$ cat config.mk
export PLATFORM = sky130hd
export DESIGN_NAME = word_byte_bridge
export DESIGN_NICKNAME = d
export VERILOG_FILES = /design/src/rtl/wbb_pkg.sv /design/src/rtl/wbb_seq.sv /design/src/rtl/wbb_lanes.sv /design/src/rtl/word_byte_bridge.sv
export SDC_FILE = /design/constraint.sdc
export NUM_CORES = 1
export LEC_CHECK = 0
export ABC_AREA = 1
export BUFFER_PORTS_ARGS = -buffer_cell sky130_fd_sc_hd__buf_2
export CORE_AREA = 2 2 116 118
export CTS_BUF_LIST = sky130_fd_sc_hd__clkbuf_16
export CTS_CLUSTER_DIAMETER = 120
export DETAILED_ROUTE_END_ITERATION = 16
export DIE_AREA = 0 0 118 120
export PLACE_DENSITY = 0.48
export SKIP_CTS_REPAIR_TIMING = 1
export SYNTH_ARGS = -nofsm -noshare
export SYNTH_HDL_FRONTEND = slang
export SYNTH_SLANG_ARGS = --single-unit
$ cat constraint.sdc
create_clock -name clk -period 2.1 [get_ports clk]
set_clock_uncertainty 0.1 [all_clocks]
set_input_delay 0.21 -clock clk [delete_from_list [all_inputs] [get_ports clk]]
set_output_delay 0.21 -clock clk [all_outputs]
set_load 0.02 [all_outputs]
$ cat src/rtl/wbb_pkg.sv
package wbb_pkg;
  typedef enum logic [1:0] {
    ST_IDLE = 2'd0,
    ST_LO   = 2'd1,
    ST_HI   = 2'd2,
    ST_DONE = 2'd3
  } wbb_state_e;
endpackage

$ cat src/rtl/wbb_seq.sv
module wbb_seq
  import wbb_pkg::*;
(
  input  logic clk,
  input  logic rst_n,
  input  logic req_fire,
  input  logic req_word,
  input  logic bus_wait,
  output logic idle,
  output logic busy,
  output logic xfer_done,
  output logic lane_idx,
  output logic done
);
  wbb_state_e state_q, state_d;
  logic       word_q;

  always_comb begin
    state_d = state_q;
    unique case (state_q)
      ST_IDLE: if (req_fire) state_d = ST_LO;
      ST_LO:   if (!bus_wait) state_d = word_q ? ST_HI : ST_DONE;
      ST_HI:   if (!bus_wait) state_d = ST_DONE;
      ST_DONE: state_d = ST_IDLE;
      default: state_d = ST_IDLE;
    endcase
  end

  always_ff @(posedge clk or negedge rst_n) begin
    if (!rst_n) begin
      state_q <= ST_IDLE;
      word_q  <= 1'b0;
    end else begin
      state_q <= state_d;
      if (req_fire) word_q <= req_word;
    end
  end

  assign idle      = (state_q == ST_IDLE);
  assign busy      = (state_q == ST_LO) || (state_q == ST_HI);
  assign xfer_done = busy && !bus_wait;
  assign lane_idx  = (state_q == ST_HI);
  assign done      = (state_q == ST_DONE);
endmodule

$ cat src/rtl/wbb_lanes.sv
module wbb_lanes #(
  parameter int ADDR_W = 20,
  parameter int BYTE_W = 8
) (
  input  logic                clk,
  input  logic                rst_n,
  input  logic                req_fire,
  input  logic                req_write,
  input  logic [ADDR_W-1:0]   req_addr,
  input  logic [2*BYTE_W-1:0] req_wdata,
  input  logic                lane_idx,
  input  logic                xfer_done,
  input  logic [BYTE_W-1:0]   bus_rdata,
  output logic [ADDR_W-1:0]   bus_addr,
  output logic [BYTE_W-1:0]   bus_wdata,
  output logic                write_q,
  output logic [2*BYTE_W-1:0] rsp_rdata
);
  localparam int LANES  = 2;
  localparam int WORD_W = LANES * BYTE_W;

  logic [ADDR_W-1:0] addr_q;
  logic [WORD_W-1:0] wdata_q;

  always_ff @(posedge clk or negedge rst_n) begin
    if (!rst_n) begin
      addr_q  <= '0;
      wdata_q <= '0;
      write_q <= 1'b0;
    end else if (req_fire) begin
      addr_q  <= req_addr;
      wdata_q <= req_wdata;
      write_q <= req_write;
    end
  end

  // Lane 1 is only reached in the high phase, so a byte read leaves it cleared.
  for (genvar g = 0; g < LANES; g++) begin : g_lane
    logic [BYTE_W-1:0] rd_q;
    always_ff @(posedge clk or negedge rst_n) begin
      if (!rst_n)
        rd_q <= '0;
      else if (req_fire)
        rd_q <= '0;
      else if (xfer_done && (lane_idx == g[0]))
        rd_q <= bus_rdata;
    end
    assign rsp_rdata[g*BYTE_W +: BYTE_W] = rd_q;
  end

  // The add truncates to ADDR_W bits, which gives the wrap at the top of the space.
  assign bus_addr  = addr_q + {{(ADDR_W-1){1'b0}}, lane_idx};
  assign bus_wdata = lane_idx ? wdata_q[WORD_W-1:BYTE_W] : wdata_q[BYTE_W-1:0];
endmodule

$ cat src/rtl/word_byte_bridge.sv
module word_byte_bridge #(
  parameter int ADDR_W = 20,
  parameter int BYTE_W = 8
) (
  input  logic                clk,
  input  logic                rst_n,
  input  logic                req_valid,
  output logic                req_ready,
  input  logic                req_write,
  input  logic                req_word,
  input  logic [ADDR_W-1:0]   req_addr,
  input  logic [2*BYTE_W-1:0] req_wdata,
  output logic                rsp_valid,
  output logic [2*BYTE_W-1:0] rsp_rdata,
  output logic [ADDR_W-1:0]   bus_addr,
  output logic [BYTE_W-1:0]   bus_wdata,
  input  logic [BYTE_W-1:0]   bus_rdata,
  output logic                bus_rd,
  output logic                bus_wr,
  input  logic                bus_wait
);
  logic idle, busy, xfer_done, lane_idx, write_q, req_fire;

  assign req_ready = idle;
  assign req_fire  = req_valid && idle;

  wbb_seq i_seq (
    .clk       (clk),
    .rst_n     (rst_n),
    .req_fire  (req_fire),
    .req_word  (req_word),
    .bus_wait  (bus_wait),
    .idle      (idle),
    .busy      (busy),
    .xfer_done (xfer_done),
    .lane_idx  (lane_idx),
    .done      (rsp_valid)
  );

  wbb_lanes #(.ADDR_W(ADDR_W), .BYTE_W(BYTE_W)) i_lanes (
    .clk       (clk),
    .rst_n     (rst_n),
    .req_fire  (req_fire),
    .req_write (req_write),
    .req_addr  (req_addr),
    .req_wdata (req_wdata),
    .lane_idx  (lane_idx),
    .xfer_done (xfer_done),
    .bus_rdata (bus_rdata),
    .bus_addr  (bus_addr),
    .bus_wdata (bus_wdata),
    .write_q   (write_q),
    .rsp_rdata (rsp_rdata)
  );

  assign bus_rd = busy && !write_q;
  assign bus_wr = busy && write_q;
endmodule

==> metrics <==
status=complete, but fails checks; failing checks=setup timing; family with the most delay on the worst path=adder cells; Final WS setup=-0.166 ns; number of global-route vias before repair=2839; clk sinks=56; Total Power Consumption=6.11 mW; Die Height=120 microns; normalized max-slew margin=74.7%; die area=14200 sq um; post-route cell area=4120 sq um; # rows=42; Reg-to-Reg Start=i_seq.state_q[0]; All-Layer GR Usage=12.5%; placed inst area=3720 sq um; cell area after synthesis=2920 sq um; Seq pwr share=33.6%; worst slew pin tran=0.380 ns; TritonRoute pass-1 iters=4; Final min period=2.27 ns; PwrDens=1480 nW/um^2; CP Data Required Time=1.79 ns; Nets=554; Placer Congestion=0.821; Hold Path End=i_lanes.wdata_q[3]; synthesis-to-finish area growth=41.0%; sequential-to-total area share from yosys stat=48.0%; initial antenna violation count=0; crit-path cells=inv_2, ha_4, ha_4, ha_4, nand2_2, nor2_4, nand2_4, buf_4, xnor2_2, buf_4; DR vias/cell=4.09; slack of the worst reg-to-reg path=0.26 ns; syn avg cell area=7.65 sq um; Initial Util=22.5%; combinational cell fraction of total power=53.0%; drt drc=0; Synth top area share=48.0%; DR iter-0 viols=136; worst path bufs/invs=3; pre-CTS setup slack=0.0127 ns; CTS buffer count=5; syn nets=440; clock tree root driver cell=clkbuf_16; crit share post-route=108%; share of cells above drive strength 1=32.9%; Setup crit end kind=output pin; Clk pin slew, worst setup/hold paths=0.07 ns; unrepaired setup endpoints after global routing=true; CP Launch Type=flip-flop; CP dominant cell by count=ha_4; I/O Pins=98; Hold Path Class=in2reg; largest cells by area after synthesis=dfrtp_1, nand2_1, inv_1; P_sw=2.85 mW; post-synth top area cell=dfrtp_1; max_cap viols=0; critical path class=reg2out; Pins Over Slew Limit=0; cells after synthesis=382; CP Max Fanout=4; sw frac=46.7%; post-route ant nets=0; Core Box Area=13000 sq um; ANT cells=0; Max Freq=441 MHz; Max Root-Sink Buffers=2; fill count=1435; WL per Instance=12.5 microns; IO buf count=97; Arr. time, crit path=1.96 ns; first-pass GRT wire length=14.0 mm; Leak=2.19 nW; Skew-Pair Late Insertion Delay=0.30 ns; hold_ws=0.00329 ns; worst stage delay on the critical path=0.39 ns; Crit-path slowest cell=dfrtp_1; HP Start=req_wdata[3]; endpoints failing setup=13; largest net degree at the start of global routing=57; Yosys cell types=23; CTS tree=done; Peak VDD IR=0.480 mV; total grt overflow=0; end of the worst register-to-register path=i_lanes.g_lane[0].rd_q[3]; DR vias=2746; Die Width=118 microns; internal power=3.26 mW; CTS HTree Levels=2; #FFs+latches synth=56; hold path depth=3; count of final hold-check violations=0; cell count of the worst reg-to-reg path=9; Syn. warnings=0; Routed WL=8.40 mm; part of the power in the clock network=13.4%; post-DP HPWL=6.33 mm
==> layout by cell type (no fill, tap or decap), types with 2 or more instances in the layout <==
cell	netlist	routed
buf_12	0	2
buf_2	5	83
buf_4	0	23
buf_6	2	6
clkbuf_16	0	5
clkinv_1	0	2
dfrtp_1	56	55
dlygate4sd3_1	0	4
ha_1	8	4
ha_4	0	4
inv_1	29	27
inv_2	3	3
nand2_1	181	176
nand2_2	5	9
nand2_4	1	2
nand3_1	18	15
nand3_2	2	3
nand3_4	0	2
nor2_1	26	22
nor2_2	4	4
nor2_4	2	6
o21ai_0	16	15
o21ai_2	2	2
xnor2_1	7	4
xnor2_2	0	3
xor2_1	7	5
xor2_2	0	2
==> through the flow <==
step / setup TNS [ns] / util (%) / instances
2_1_floorplan: 0 / - / 382
3_3_place_gp: 0 / 28.7 / 657
3_5_place_dp: 0 / 28.7 / 657
4_1_cts: -3.88 / 29.7 / 664
5_1_grt: -2.81 / 31.7 / 672
6_report: -1.26 / 31.7 / 672
==> worst register-to-register path, stage by stage, from the launching register on <==
cell	delay, ns
dfrtp_1	0.37
inv_2	0.06
buf_4	0.14
ha_1	0.24
nand2_2	0.11
buf_4	0.26
o31ai_4	0.10
buf_4	0.20
nand2_1	0.08
o21ai_0	0.07
==> cells in the mapped netlist, drive strengths merged <==
cell	instances
nand3	20
o31ai	1
clkbuf	4
a21oi	1
o21ai	18
dfrtp	56
inv	32
nor2	32
ha	8
nand4	1
xnor2	7
buf	7
nand3b	1
xor2	7
nand2	187
==> how the worst max path moves through the flow <==
stage / slack [ns] / cells after the start / to / startpoint
after floorplan: 0.02 / 9 / bus_addr[16] / i_seq.state_q[0]
after global placement: 0.06 / 10 / bus_addr[16] / i_seq.state_q[0]
after detailed placement: 0.01 / 10 / bus_addr[16] / i_seq.state_q[0]
after CTS: -0.34 / 10 / bus_addr[16] / i_seq.state_q[0]
after global routing: -0.26 / 10 / bus_addr[10] / i_seq.state_q[0]
final: -0.17 / 10 / bus_addr[8] / i_seq.state_q[0]
==> power groups by stage <==
stage / sequential (mW) / combinational (mW) / clock (mW)
after floorplan: 2.10 / 1.90 / 0
after global placement: 2.01 / 3.02 / 0
after detailed placement: 2.03 / 3.05 / 0
after CTS: 2.02 / 3.06 / 0.866
after global routing: 2.13 / 3.63 / 0.909
final: 2.05 / 3.24 / 0.821
==> cells by family (layout without fill, tap and decap cells) <==
kind of cell / count (synthesis) / in the layout / synth area share [%]
AO/OA/AOI/OAI: 20 / 20 / 4.24
AND/OR/NAND/NOR: 241 / 241 / 33.9
adder cells (fa/ha/maj): 8 / 8 / 3.43
XOR/XNOR: 14 / 14 / 4.20
flip-flops: 56 / 56 / 48.0
buffers and inverters: 43 / 157 / 6.25
==> metal layers <==
metal,GRT usage (%),vias to the layer above,routed length (microns)
met5,0,-,0
met4,3.24,0,112
met3,3.94,7,503
met2,20.6,70,3930
met1,15.9,1281,3850
li1,-,1388,-
==> sequential cells by signal, summed over array words and instances (netlist names) <==
register,count
i_lanes.g_lane.rd_q,16
i_lanes.addr_q,20
i_lanes.wdata_q,16
i_seq.word_q,1
i_lanes.write_q,1
i_seq.state_q,2
==> area by class of cell <==
type / count / area [sq um] / area share, %
Clock buffer: 5 / 125 / 3.04
Clock inverter: 2 / 7.51 / 0.182
Inverter: 32 / 126 / 3.07
Multi-Input combinational cell: 283 / 1500 / 36.5
Sequential cell: 56 / 1400 / 34.0
Tap cell: 176 / 220 / 5.34
Timing Repair Buffer: 118 / 736 / 17.9
Note: power is estimated with default switching activity, not from simulation.
